`config.mk`:
```
export PLATFORM = sky130hd
export DESIGN_NAME = clock_edit_ctrl
export DESIGN_NICKNAME = d
export VERILOG_FILES = /design/src/rtl/clkedit_pkg.sv /design/src/rtl/sec_strobe.sv /design/src/rtl/edit_mode_fsm.sv /design/src/rtl/tod_core.sv /design/src/rtl/clock_edit_ctrl.sv
export SDC_FILE = /design/constraint.sdc
export NUM_CORES = 1
export LEC_CHECK = 0
export ABC_AREA = 0
export BUFFER_PORTS_ARGS = -buffer_cell sky130_fd_sc_hd__clkbuf_2
export CORE_UTILIZATION = 52
export DETAILED_ROUTE_END_ITERATION = 8
export GPL_ROUTABILITY_DRIVEN = 0
export PLACE_DENSITY = 0.87
export SYNTH_ARGS = -nofsm -noshare
export SYNTH_HDL_FRONTEND = slang
export SYNTH_SLANG_ARGS = --single-unit
```
`constraint.sdc`:
```
create_clock -name clk -period 2.3 [get_ports clk]
set_input_delay 0.46 -clock clk [delete_from_list [all_inputs] [get_ports clk]]
set_output_delay 0.46 -clock clk [all_outputs]
set_load 0.02 [all_outputs]
```
`src/rtl/clkedit_pkg.sv`:
```
package clkedit_pkg;

    localparam int HH_W = 5;
    localparam int MS_W = 6;

    localparam logic [HH_W-1:0] HH_LAST = HH_W'(23);
    localparam logic [MS_W-1:0] MS_LAST = MS_W'(59);

    typedef enum logic [1:0] {
        MODE_RUN  = 2'd0,
        MODE_HOUR = 2'd1,
        MODE_MIN  = 2'd2,
        MODE_SEC  = 2'd3
    } edit_mode_e;

    typedef struct packed {
        logic [HH_W-1:0] hh;
        logic [MS_W-1:0] mm;
        logic [MS_W-1:0] ss;
    } tod_t;

    function automatic logic [HH_W-1:0] hh_inc(input logic [HH_W-1:0] v);
        return (v >= HH_LAST) ? '0 : v + HH_W'(1);
    endfunction

    function automatic logic [HH_W-1:0] hh_dec(input logic [HH_W-1:0] v);
        return (v == '0) ? HH_LAST : v - HH_W'(1);
    endfunction

    function automatic logic [MS_W-1:0] ms_inc(input logic [MS_W-1:0] v);
        return (v >= MS_LAST) ? '0 : v + MS_W'(1);
    endfunction

    function automatic logic [MS_W-1:0] ms_dec(input logic [MS_W-1:0] v);
        return (v == '0) ? MS_LAST : v - MS_W'(1);
    endfunction

endpackage

```
`src/rtl/sec_strobe.sv`:
```
module sec_strobe #(
    parameter int TICKS_PER_SEC = 1000
) (
    input  logic clk,
    input  logic rst,
    input  logic ms_tick,
    output logic sec_pulse
);
    localparam int CW = (TICKS_PER_SEC > 1) ? $clog2(TICKS_PER_SEC) : 1;
    localparam logic [CW-1:0] LAST = CW'(TICKS_PER_SEC - 1);

    typedef struct packed {
        logic [CW-1:0] cnt;
    } pre_st_t;

    pre_st_t st_d, st_q;
    logic    pulse_d;

    always_comb begin
        st_d    = st_q;
        pulse_d = 1'b0;
        if (ms_tick) begin
            if (st_q.cnt == LAST) begin
                st_d.cnt = '0;
                pulse_d  = 1'b1;
            end else begin
                st_d.cnt = st_q.cnt + CW'(1);
            end
        end
    end

    always_ff @(posedge clk) begin
        if (rst) begin
            st_q <= '0;
        end else begin
            st_q <= st_d;
        end
    end

    assign sec_pulse = pulse_d;

    a_r2_count_range: assert property (@(posedge clk) disable iff (rst)
        st_q.cnt <= LAST);
    a_r2_hold_without_tick: assert property (@(posedge clk) disable iff (rst)
        !ms_tick |=> $stable(st_q.cnt));
    a_r2_pulse_needs_tick: assert property (@(posedge clk) disable iff (rst)
        sec_pulse |-> ms_tick);
    a_r1_cleared: assert property (@(posedge clk)
        rst |=> st_q.cnt == '0);

endmodule

```
`src/rtl/edit_mode_fsm.sv`:
```
module edit_mode_fsm
    import clkedit_pkg::*;
(
    input  logic       clk,
    input  logic       rst,
    input  logic       sel_hour,
    input  logic       sel_min,
    input  logic       sel_sec,
    output edit_mode_e mode_o
);
    typedef struct packed {
        edit_mode_e mode;
    } fsm_st_t;

    fsm_st_t st_d, st_q;

    always_comb begin
        st_d = st_q;
        if (sel_hour) begin
            st_d.mode = MODE_HOUR;
        end else if (sel_min) begin
            st_d.mode = MODE_MIN;
        end else if (sel_sec) begin
            st_d.mode = MODE_SEC;
        end else begin
            st_d.mode = MODE_RUN;
        end
    end

    always_ff @(posedge clk) begin
        if (rst) begin
            st_q.mode <= MODE_RUN;
        end else begin
            st_q <= st_d;
        end
    end

    assign mode_o = st_q.mode;

    a_r4_hour_first: assert property (@(posedge clk) disable iff (rst)
        sel_hour |=> mode_o == MODE_HOUR);
    a_r4_min_over_sec: assert property (@(posedge clk) disable iff (rst)
        (!sel_hour && sel_min) |=> mode_o == MODE_MIN);
    a_r4_idle_when_off: assert property (@(posedge clk) disable iff (rst)
        (!sel_hour && !sel_min && !sel_sec) |=> mode_o == MODE_RUN);

endmodule

```
`src/rtl/tod_core.sv`:
```
module tod_core
    import clkedit_pkg::*;
#(
    parameter logic [HH_W-1:0] INIT_HH = HH_W'(19),
    parameter logic [MS_W-1:0] INIT_MM = MS_W'(55),
    parameter logic [MS_W-1:0] INIT_SS = MS_W'(50)
) (
    input  logic       clk,
    input  logic       rst,
    input  logic       sec_pulse,
    input  edit_mode_e mode,
    input  logic       step_up,
    input  logic       step_dn,
    output tod_t       tod_o
);
    tod_t st_d, st_q;
    logic do_step;

    assign do_step = step_up | step_dn;

    always_comb begin
        st_d = st_q;
        if (sec_pulse) begin
            unique case (mode)
                MODE_RUN: begin
                    st_d.ss = ms_inc(st_q.ss);
                    if (st_q.ss == MS_LAST) begin
                        st_d.mm = ms_inc(st_q.mm);
                        if (st_q.mm == MS_LAST) begin
                            st_d.hh = hh_inc(st_q.hh);
                        end
                    end
                end
                MODE_HOUR: begin
                    if (do_step) begin
                        st_d.hh = step_up ? hh_inc(st_q.hh) : hh_dec(st_q.hh);
                    end
                end
                MODE_MIN: begin
                    if (do_step) begin
                        st_d.mm = step_up ? ms_inc(st_q.mm) : ms_dec(st_q.mm);
                    end
                end
                MODE_SEC: begin
                    if (do_step) begin
                        st_d.ss = step_up ? ms_inc(st_q.ss) : ms_dec(st_q.ss);
                    end
                end
                default: st_d = st_q;
            endcase
        end
    end

    always_ff @(posedge clk) begin
        if (rst) begin
            st_q.hh <= INIT_HH;
            st_q.mm <= INIT_MM;
            st_q.ss <= INIT_SS;
        end else begin
            st_q <= st_d;
        end
    end

    assign tod_o = st_q;

    a_r3_legal_range: assert property (@(posedge clk) disable iff (rst)
        st_q.hh <= HH_LAST && st_q.mm <= MS_LAST && st_q.ss <= MS_LAST);
    a_r2_hold_between_strobes: assert property (@(posedge clk) disable iff (rst)
        !sec_pulse |=> $stable(st_q));
    a_r5_idle_edit_hold: assert property (@(posedge clk) disable iff (rst)
        (mode != MODE_RUN && !step_up && !step_dn) |=> $stable(st_q));
    a_r9_sec_edit_isolated: assert property (@(posedge clk) disable iff (rst)
        (mode == MODE_SEC) |=> ($stable(st_q.hh) && $stable(st_q.mm)));
    a_r9_min_edit_isolated: assert property (@(posedge clk) disable iff (rst)
        (mode == MODE_MIN) |=> ($stable(st_q.hh) && $stable(st_q.ss)));
    a_r9_hour_edit_isolated: assert property (@(posedge clk) disable iff (rst)
        (mode == MODE_HOUR) |=> ($stable(st_q.mm) && $stable(st_q.ss)));
    a_r1_reset_time: assert property (@(posedge clk)
        rst |=> (st_q.hh == INIT_HH && st_q.mm == INIT_MM && st_q.ss == INIT_SS));

endmodule

```
`src/rtl/clock_edit_ctrl.sv`:
```
module clock_edit_ctrl
    import clkedit_pkg::*;
#(
    parameter int TICKS_PER_SEC = 1000
) (
    input  logic            clk,
    input  logic            rst,
    input  logic            ms_tick,
    input  logic            sel_hour,
    input  logic            sel_min,
    input  logic            sel_sec,
    input  logic            step_up,
    input  logic            step_dn,
    output logic [HH_W-1:0] hours,
    output logic [MS_W-1:0] minutes,
    output logic [MS_W-1:0] seconds,
    output logic [1:0]      mode
);
    logic       sec_pulse;
    edit_mode_e mode_q;
    tod_t       tod;

    sec_strobe #(
        .TICKS_PER_SEC(TICKS_PER_SEC)
    ) u_strobe (
        .clk      (clk),
        .rst      (rst),
        .ms_tick  (ms_tick),
        .sec_pulse(sec_pulse)
    );

    edit_mode_fsm u_fsm (
        .clk     (clk),
        .rst     (rst),
        .sel_hour(sel_hour),
        .sel_min (sel_min),
        .sel_sec (sel_sec),
        .mode_o  (mode_q)
    );

    tod_core #(
        .INIT_HH(HH_W'(19)),
        .INIT_MM(MS_W'(55)),
        .INIT_SS(MS_W'(50))
    ) u_tod (
        .clk      (clk),
        .rst      (rst),
        .sec_pulse(sec_pulse),
        .mode     (mode_q),
        .step_up  (step_up),
        .step_dn  (step_dn),
        .tod_o    (tod)
    );

    assign hours   = tod.hh;
    assign minutes = tod.mm;
    assign seconds = tod.ss;
    assign mode    = mode_q;

endmodule

```
==> results.md, run 1 <==
* Mapped Cells at approximately 260
* Starting Density at 0.538
* Via count at 2056
* Max-Cap Viols at 0
* IO Pins at 27
* Critical path class: flip-flop to flip-flop
* Worst-Margin Slew at 0.764 ns
* EDFF count, synth at 0
* CTS tree: done
* Required time of the critical path at between 2 and 2.5 ns
* Syn. warnings at 0
* Final ANT Viol Nets at 0
* Largest cells by area after synthesis: dfxtp_1 29%, nor2_1 6.3%, ha_1 5.7%
* Die Width at 63.6 um
* Crit path time final at 2.26 ns
* Post-Syn Nets at 280
* Yosys cell types at 49
* Worst VDD drop at 0.000358 V
* Synth top area share at 0.295
* CTS buffer count at 5
* Synth async-reset ratio at 0
* Mapped Avg Cell Area at around 7.5 um2
* First drt pass iteration count at 4
* CTS Hold Buffers Added at 0
* # nets final at ~320
* CP peak stage delay at 0.45 ns
* Die Y-Extent at 63.6 um
* Crit path launch type: flip-flop
* Initial DRC Count at 253
* GRT Overall Usage at 0.249
* Power density over the cells at between 400 and 500 nW/um2
* Layout cells sized above 1 at 0.204
* Reg2reg path depth at 7
* Grt total ovfl at 0
* Layout area overhead at 19.3%
* Util after Layout at 0.642
* Fin. max-slew vios at 0
* Buf/Inv on CP at 1
* Sequential fraction of the synthesis area at 0.295
* WL per Instance at 14.0 um
* CP top delay family: simple AND/OR/NAND/NOR gates
* Vias in the first global route at 1793
* Setup TNS at 0 ns
* Status: finished, final reports clean
* Clock transition at path regs at 0.06 ns
* Rel. slew slack at 0.490
* Row cnt at 22
* Initial antenna violation count at 0
* PnR worst setup slack at 0.0394 ns
* Pleak at about 0.99 nW
* Clock root buffer: clkbuf_8
* CP Cell Sequence: ha_4 > or3b_1 > or4_4 > a211oi_4 > buf_4 > a21oi_2 > a211o_2
* Largest net degree at the start of global routing at 17
* H-tree level count at 2
* Clock skew at 0.00230 ns
* Later-pin clock latency in the skew report at 0.28 ns
* CP endpoint kind: flip-flop
* Period utilization at 0.983
* Seq cells post-synth at 29
* Ys flop type: dfxtp_1
* Global-route wire length before repair at 7940 um
* DIE AREA at 4040 um2
* Crit path depth at 7
* Count of port buffers added during placement at 26
* Final Hold Fails at 0
* Largest area contributor in the netlist: dfxtp_1
* Slowest stage cell, crit path: or4_4
* DRC violations left at 0
* CTS Sinks at 29
* N_diodes at 0
* Setup-failing EPs final at 0
* Max Clk Rate at 442 MHz
* Hold-critical path depth at 2
* Max Buffers Root-to-Sink at 2
* Via density at 5.93
* DP Wirelength at 3380 um
* Worst path arrival time at between 2 and 2.5 ns
* Cell Area, Synth at approximately 2000 um2
* Crit path max fanout at 8
* Total Wirelength at 4840 um
* Hold/Removal Path Class: primary input to flip-flop
* Core Region at 3660 um2
* Setup slack at placement at roughly 0.11 ns
==> cells in the mapped netlist, types with 2 or more instances <==
| cell type | number |
|---|---|
| buf_2 | 2 |
| o21bai_1 | 3 |
| ha_1 | 9 |
| nand4_1 | 3 |
| nand2_1 | 23 |
| nor3b_1 | 4 |
| a211o_1 | 4 |
| nand3_1 | 13 |
| clkbuf_1 | 13 |
| or3_1 | 3 |
| nor3_1 | 5 |
| nor2_1 | 33 |
| nand2b_1 | 4 |
| o31ai_1 | 3 |
| dfxtp_1 | 29 |
| inv_1 | 9 |
| a31oi_1 | 8 |
| a21oi_1 | 17 |
| xnor2_1 | 4 |
| xor2_1 | 5 |
| and3_1 | 7 |
| nand4b_1 | 3 |
| mux2i_1 | 3 |
| or3b_2 | 2 |
| o21ai_0 | 21 |
| nand3b_1 | 3 |
| o22ai_1 | 3 |
| o311ai_0 | 2 |
| o2111ai_1 | 3 |
| nor2b_1 | 3 |
==> final timing paths <==
check	from	end	slack (ns)
worst min register to register	u_strobe.st_q[9]	u_strobe.st_q[9]	0.52
worst max register to register	u_tod.tod_o[1]	u_tod.tod_o[12]	0.04
worst max-delay path	u_tod.tod_o[1]	u_tod.tod_o[12]	0.04
worst min-delay path	sel_hour	u_fsm.mode_o[1]	0.38
==> what timing repair did <==
action                                  in CTS  in global routing
endpoints found under the setup margin       0                  2
buffers inserted                             0                  3
resized for setup                            0                  1
==> logic make-up (layout without fill, tap and decap cells) <==
kind of cell               Yosys count  in the layout  share of synthesized area
AOI/OAI and AO/OA                   77             77                      0.257
muxes                                3              3                     0.0152
adders and majority gates            9              9                     0.0571
buffers and inverters               25             61                     0.0489
DFF                                 29             29                      0.295
xor gates and xnor gates             9              9                     0.0400
and+or+nand+nor                    111            111                      0.287
==> cell type report <==
cell class                 count  area, um2
multi-input combinational    209       1310
fill                         313       1310
sequential                    29        588
timing repair buffer          45        273
clock buffer                   7       86.3
tap                           48       60.1
inverter                       9       33.8
==> metal layers <==
metal	track usage	wire [um]	up-vias
li1	-	-	1023
met1	0.318	2140	945
met2	0.402	2310	81
met3	0.0562	323	7
met4	0.0966	71	0
met5	0	0	-
==> where the power goes <==
part           total (mW)  internal, mW  switching (mW)
combinational      0.0679        0.0267          0.0412
sequential          0.513         0.506         0.00660
clock               0.418         0.237           0.182
total               0.999         0.769           0.229
==> registers in the layout, indices dropped and copies added (netlist names) <==
signal         count
u_tod.tod_o       17
u_fsm.mode_o       2
u_strobe.st_q     10
==> placed cells by master (no fill, tap or decap), drive strengths merged, types with 2 or more instances in the layout <==
cell type / netlist / layout
nor2: 33 / 33
clkbuf: 13 / 33
dfxtp: 29 / 29
nand2: 23 / 23
o21ai: 22 / 22
buf: 3 / 19
a21oi: 17 / 17
nand3: 13 / 13
inv: 9 / 9
ha: 9 / 9
a31oi: 8 / 8
and3: 7 / 7
nor3: 5 / 5
xor2: 5 / 5
a211o: 5 / 5
nor3b: 4 / 4
xnor2: 4 / 4
nand2b: 4 / 4
nand4b: 3 / 3
nand4: 3 / 3
nand3b: 3 / 3
o21bai: 3 / 3
o2111ai: 3 / 3
o22ai: 3 / 3
mux2i: 3 / 3
nor2b: 3 / 3
or3: 3 / 3
o31ai: 3 / 3
or3b: 3 / 3
o311ai: 2 / 2
a211oi: 2 / 2
==> per-stage QoR <==
stage / hold WS [ns] / instances / area (um2) / power, mW
after floorplan: 0.477 / 263 / 1990 / 0.565
after global placement: 0.493 / 337 / 2240 / 0.588
after detailed placement: 0.509 / 337 / 2240 / 0.591
after CTS: 0.373 / 344 / 2320 / 1.01
after global routing: 0.380 / 347 / 2350 / 1.04
final: 0.381 / 347 / 2350 / 0.999
(Power assumes the default switching activity.)
==> inputs of run 2 (changes only) <==
CORE_UTILIZATION = 53   (was 52)
PLACE_DENSITY = 0.88   (was 0.87)
SYNTH_HIERARCHICAL = 1   (was unset)
==> results.md, run 2 <==
* Max Clk Rate at 436 MHz (was 442 MHz)
* Starting Density at 0.554 (was 0.538)
* DIE AREA at 4440 um2 (was 4040 um2)
* Seq cells post-synth at 29 (unchanged)
* IO Pins at 27 (unchanged)
* Max-Cap Viols at 0 (unchanged)
* WL per Instance at 16.1 um (was 14.0 um)
* CTS tree: done (unchanged)
* Commonest cells after routing, fill and taps aside: 28 x buf_4, 26 x clkbuf_2, 23 x dfxtp_1 (was 33 x nor2_1, 27 x dfxtp_1, 26 x clkbuf_2)
* Rel. slew slack at 0.628 (was 0.490)
* Syn. warnings at 6 (was 0)
* Ys flop type: dfxtp_1 (unchanged)
* Post-Syn Nets at 293 (was 280)
* Largest net degree at the start of global routing at 20 (was 17)
* Power density over the cells at 385 nW/um2 (was 425 nW/um2)
* Hold-critical path depth at 2 (unchanged)
* Worst path arrival time at 2.47 ns (was 2.43 ns)
* Layout area overhead at 22.0% (was 19.3%)
* Initial antenna violation count at 0 (unchanged)
* Vias in the first global route at 2046 (was 1793)
* Final Total Pwr at 1.04 mW (was 0.999 mW)
* Clock skew at 0.00633 ns (was 0.00230 ns)
* Fin. max-slew vios at 0 (unchanged)
* Initial DRC Count at 219 (was 253)
* Largest area contributor in the netlist: dfxtp_1 (unchanged)
* Final ANT Viol Nets at 0 (unchanged)
* H-tree level count at 2 (unchanged)
* CP endpoint kind: flip-flop (unchanged)
* Slowest stage cell, crit path: or4b_4 (was or4_4)
* Die Width at 66.6 um (was 63.6 um)
* Mapped Avg Cell Area at 8.02 um2 (was 7.49 um2)
* Die Y-Extent at 66.6 um (was 63.6 um)
* PnR worst setup slack at 0.00516 ns (was 0.0394 ns)
* Crit path time final at 2.29 ns (was 2.26 ns)
* Crit path launch type: flip-flop (unchanged)
* Synth top area share at 0.262 (was 0.295)
* Crit path max fanout at 5 (was 8)
* Period utilization at 0.998 (was 0.983)
* DRC violations left at 0 (unchanged)
* CP Cell Sequence: nand4_4 > nor4b_4 > and3_1 > or4b_4 > o22a_1 > a211o_1 > a221o_1 (was ha_4 > or3b_1 > or4_4 > a211oi_4 > buf_4 > a21oi_2 > a211o_2)
* N_diodes at 0 (unchanged)
* Total Wirelength at 5930 um (was 4840 um)
* Required time of the critical path at 2.48 ns (was 2.47 ns)
* Worst-Margin Slew at 0.551 ns (was 0.764 ns)
* Hold WS at 0.373 ns (was 0.381 ns)
* CTS Sinks at 29 (unchanged)
* Largest cells by area after synthesis: dfxtp_1 26%, ha_1 5.1%, o211ai_1 4.7% (was dfxtp_1 29%, nor2_1 6.3%, ha_1 5.7%)
* Largest register FFs at 17 (unchanged)
* EDFF count, synth at 0 (unchanged)
* DP Wirelength at 3900 um (was 3380 um)
* Reg2reg path depth at 7 (unchanged)
* GRT Overall Usage at 0.282 (was 0.249)
* Row cnt at 23 (was 22)
* Global-route wire length before repair at 9480 um (was 7940 um)
* Synth async-reset ratio at 0 (unchanged)
* Sequential fraction of the synthesis area at 0.262 (was 0.295)
* Final Hold Fails at 0 (unchanged)
* Yosys cell types at 56 (was 49)
* Most common cell in the netlist: dfxtp_1 (was nor2_1)
* Max Buffers Root-to-Sink at 2 (unchanged)
* Later-pin clock latency in the skew report at 0.29 ns (was 0.28 ns)
* Via density at 6.46 (was 5.93)
* Pleak at 1.05 nW (was 0.991 nW)
* First drt pass iteration count at 5 (was 4)
* Clock root buffer: clkbuf_8 (unchanged)
* Status: finished, final reports clean (unchanged)
* Setup-failing EPs final at 0 (unchanged)
* Critical path class: flip-flop to flip-flop (unchanged)
* Cell Area, Synth at 2210 um2 (was 1970 um2)
* Clock transition at path regs at 0.06 ns (about the same)
* Core Region at 4000 um2 (was 3660 um2)
* CTS buffer count at 5 (unchanged)
* Grt total ovfl at 0 (unchanged)
* Via count at 2379 (was 2056)
* Layout cells sized above 1 at 0.277 (was 0.204)
* Setup TNS at 0 ns (unchanged)
* # nets final at 335 (was 316)
* RSZ-0062 raised after global routing: yes
* Setup slack at placement at -0.0535 ns (was 0.110 ns)
* Commonest non-fill, non-tap cell in the layout: buf_4 (was nor2_1)
* Mapped Cells at 276 (was 263)
* Top cells by count, synth: 29 x dfxtp_1, 17 x nor2_1, 16 x o21ai_0 (was 33 x nor2_1, 29 x dfxtp_1, 23 x nand2_1)
* Count of port buffers added during placement at 26 (unchanged)
* Hold/Removal Path Class: primary input to flip-flop (unchanged)
* Worst VDD drop at 0.000357 V (was 0.000358 V)
* CP peak stage delay at 0.47 ns (was 0.45 ns)
[run 2: cell count changes after synthesis, sizes merged, moves of 4 or more]
cell    previous run  this run
nor2              33        17
o211ai             1        14
nand2             23        12
nor3               5        13
o31ai              3        10
inv                9        15
o21ai             22        16
a21oi             17        12
nand4              3         8
xnor2              4         0
[run 2: final timing paths]
check	from	end	slack, ns
worst max-delay path	u_strobe/st_q[6]	u_tod/tod_o[8]	0.005
worst max register to register	u_strobe/st_q[6]	u_tod/tod_o[8]	0.005
worst min-delay path	sel_hour	u_fsm/mode_o[1]	0.37
worst min register to register	u_strobe/st_q[8]	u_strobe/st_q[8]	0.50
[run 2: timing repair]
action,4_1_cts,5_1_grt
hold buffers,0,0
gates cloned,0,0
resized for setup,7,6
buffers inserted,3,2
pin swaps,4,3
setup endpoints to repair,4,4
[run 2: critical path: cells and delay by family (launching register included)]
| kind | cells | cell delay, ns |
|---|---|---|
| AO/OA/AOI/OAI | 3 | 0.77 |
| AND/OR/NAND/NOR | 4 | 1.05 |
| flip-flops | 1 | 0.37 |
[run 2: cell families after synthesis]
group,Yosys count,share of synthesized area
compound gates,93,0.312
xor+xnor,3,0.0119
fa+ha+maj,9,0.0508
buf+inv,36,0.0667
flops,29,0.262
mux,3,0.0153
simple gates,103,0.281
[run 2: per-stage QoR]
stage / cell area (um2) / util / std cells
2_1_floorplan: 2250 / - / 276
3_3_place_gp: 2530 / 0.633 / 356
3_5_place_dp: 2530 / 0.633 / 356
4_1_cts: 2660 / 0.666 / 366
5_1_grt: 2700 / 0.675 / 368
6_report: 2700 / 0.675 / 368
[run 2: cell type report]
| class | instances | area, um2 |
|---|---|---|
| inverter | 16 | 60.1 |
| tap | 50 | 62.6 |
| multi-input combinational | 211 | 1550 |
| clock buffer | 7 | 86.3 |
| sequential | 29 | 596 |
| timing repair buffer | 55 | 352 |
| fill | 335 | 1300 |
[run 2: power breakdown]
group          total, mW  switching, mW  internal (mW)
clock              0.435          0.198          0.237
sequential         0.515        0.00991          0.505
combinational     0.0897         0.0530         0.0367
total               1.04          0.261          0.778
[run 2: routing by layer]
layer | vias up | part of all wire | GRT usage
met1 | 1108 | 0.42 | 0.356
met4 | 0 | 0.030 | 0.136
met3 | 19 | 0.064 | 0.0634
li1 | 1153 | - | -
met2 | 99 | 0.48 | 0.448
met5 | - | 0 | 0
==> inputs of run 3 (changes only) <==
PLACE_DENSITY = 0.84   (was 0.88)
==> results.md, run 3 (synthesis gave the netlist of run 2 again) <==
* Status: finished, final reports clean (unchanged)
* Fin area at 2650 um2 (was 2700 um2)
* GRT Overall Usage at 0.263 (was 0.282)
* Largest net degree at the start of global routing at 20 (unchanged)
* CP top delay family: simple AND/OR/NAND/NOR gates (unchanged)
* Reg2reg path depth at 9 (was 7)
* Critical path class: flip-flop to flip-flop (unchanged)
* Pleak at 1.02 nW (was 1.05 nW)
* N_diodes at 0 (unchanged)
* Buf/Inv on CP at 1 (was 0)
* CP peak stage delay at 0.43 ns (was 0.47 ns)
* Largest register FFs at 17 (unchanged)
* CTS Hold Buffers Added at 0 (unchanged)
* CTS tree: done (unchanged)
* Crit path launch type: flip-flop (unchanged)
* Core Region at 4000 um2 (unchanged)
* Fin. max-slew vios at 0 (unchanged)
* IO Pins at 27 (unchanged)
* Total Wirelength at 5690 um (was 5930 um)
* Crit path time final at 2.30 ns (was 2.29 ns)
* Setup slack at placement at -0.0712 ns (was -0.0535 ns)
* Rel. slew slack at 0.668 (was 0.628)
* Starting Density at 0.554 (unchanged)
* Hold-critical path depth at 2 (unchanged)
* PnR worst setup slack at 0.00456 ns (was 0.00516 ns)
* H-tree level count at 2 (unchanged)
* Power density over the cells at 391 nW/um2 (was 385 nW/um2)
* CTS Sinks at 29 (unchanged)
* RSZ-0062 raised after global routing: yes (unchanged)
* Area post-placement at 2510 um2 (was 2530 um2)
* Final Hold Fails at 0 (unchanged)
* Commonest cells after routing, fill and taps aside: 26 x clkbuf_2, 24 x dfxtp_1, 21 x buf_4 (was 28 x buf_4, 26 x clkbuf_2, 23 x dfxtp_1)
* Worst path arrival time at 2.44 ns (was 2.47 ns)
* WHS Endpoint: u_fsm/mode_o[1] (unchanged)
* Critical R2R Capture: u_tod/tod_o[10] (was u_tod/tod_o[8])
* Hold Crit Start: sel_hour (unchanged)
* CTS buffer count at 5 (unchanged)
* Clock root buffer: clkbuf_8 (unchanged)
* Worst-Margin Slew at 0.496 ns (was 0.551 ns)
* Dpl cells at 353 (was 356)
* Die Width at 66.6 um (unchanged)
* Commonest non-fill, non-tap cell in the layout: clkbuf_2 (was buf_4)
* Hold WS at 0.362 ns (was 0.373 ns)
* Max Buffers Root-to-Sink at 2 (unchanged)
* CP endpoint kind: flip-flop (unchanged)
* Initial DRC Count at 232 (was 219)
* Global-route wire length before repair at 9030 um (was 9480 um)
* Final ANT Viol Nets at 0 (unchanged)
* Crit path max fanout at 10 (was 5)
* Grt total ovfl at 0 (unchanged)
* Count of port buffers added during placement at 26 (unchanged)
* DIE AREA at 4440 um2 (unchanged)
* CP Launch Point: u_strobe/st_q[0] (was u_strobe/st_q[6])
* Clock transition at path regs at 0.06 ns (about the same)
* Worst VDD drop at 0.000280 V (was 0.000357 V)
* Vias in the first global route at 2010 (was 2046)
* Layout cells sized above 1 at 0.254 (was 0.277)
* WL per Instance at 15.8 um (was 16.1 um)
* Die Y-Extent at 66.6 um (unchanged)
* DRC violations left at 0 (unchanged)
* Hold/Removal Path Class: primary input to flip-flop (unchanged)
* Clock skew at 0.00585 ns (was 0.00633 ns)
* Reg2Reg Launch Point: u_strobe/st_q[0] (was u_strobe/st_q[6])
* Required time of the critical path at 2.44 ns (was 2.48 ns)
* Max-Cap Viols at 0 (unchanged)
* CP Cell Sequence: ha_4 > nand2b_4 > nor4b_4 > and3_1 > or4b_1 > o22a_1 > buf_6 > o31ai_4 > o211ai_1 (was nand4_4 > nor4b_4 > and3_1 > or4b_4 > o22a_1 > a211o_1 > a221o_1)
* Initial antenna violation count at 0 (unchanged)
* Via count at 2283 (was 2379)
* Max Clk Rate at 436 MHz (about the same)
* # nets final at 328 (was 335)
* Row cnt at 23 (unchanged)
* R2r setup slk at 0.005 ns (about the same)
* First drt pass iteration count at 4 (was 5)
* DP Wirelength at 3810 um (was 3900 um)
* Period utilization at 0.998 (about the same)
* Via density at 6.32 (was 6.46)
* Layout area overhead at 19.6% (was 22.0%)
* Later-pin clock latency in the skew report at 0.28 ns (was 0.29 ns)
* Setup-failing EPs final at 0 (unchanged)
* Slowest stage cell, crit path: or4b_1 (was or4b_4)
* Fin cells at 361 (was 368)
[run 3: cell types whose count changed in the layout (fill, tap and decap cells not counted), sizes merged]
cell,change
buf,-7
[run 3: what timing repair did]
action,4_1_cts,5_1_grt
buffers inserted,0,1
pin swaps,4,1
setup endpoints to repair,3,6
gates resized for setup,6,3
[run 3: metal layers]
| layer | part of all wire | wire length [um] | global-route usage | up-vias |
|---|---|---|---|---|
| li1 | - | - | - | 1124 |
| met1 | 0.45 | 2590 | 0.330 | 1068 |
| met2 | 0.48 | 2720 | 0.436 | 83 |
| met3 | 0.052 | 294 | 0.0497 | 8 |
| met4 | 0.016 | 91 | 0.109 | 0 |
| met5 | 0 | 0 | 0 | - |
[run 3: how the worst max path moves through the flow]
| stage | end | slack, ns | depth (start not counted) |
|---|---|---|---|
| after floorplan | u_tod/tod_o[8] | -0.001 | 8 |
| after detailed placement | u_tod/tod_o[10] | -0.07 | 8 |
| after CTS | u_tod/tod_o[10] | 0.02 | 9 |
| after global placement | u_tod/tod_o[8] | 0.05 | 7 |
| after global routing | u_tod/tod_o[8] | -0.09 | 8 |
| final | u_tod/tod_o[10] | 0.005 | 9 |
[run 3: power by group]
part	internal, mW	leakage [nW]	switching (mW)
Sequential	0.508	0.237	0.0103
Clock	0.237	0.0443	0.196
Combinational	0.0340	0.736	0.0513
[run 3: worst reg2reg max path, delay by kind of cell, from the launching register on]
family / cells / cell delay, ns
and+or+nand+nor: 4 / 0.91
AOI/OAI and AO/OA: 3 / 0.60
DFF: 1 / 0.35
adders and majority gates: 1 / 0.15
buffers and inverters: 1 / 0.15
[run 3: cell type report]
class	count	area [um2]
flip-flops and latches	29	587
fillers	332	1350
repair buffers	48	299
clock buffers	7	86.3
well taps	50	62.6
multi-input cells	211	1550
inverters	16	60.1
[run 3: through the flow]
stage                     setup TNS (ns)  utilization  total power [mW]
after floorplan                 -0.00150            -             0.577
final                                  0        0.662              1.04
after global placement                 0        0.627             0.608
after global routing              -0.237        0.662              1.08
after CTS                              0        0.655              1.04
after detailed placement         -0.0842        0.627             0.611
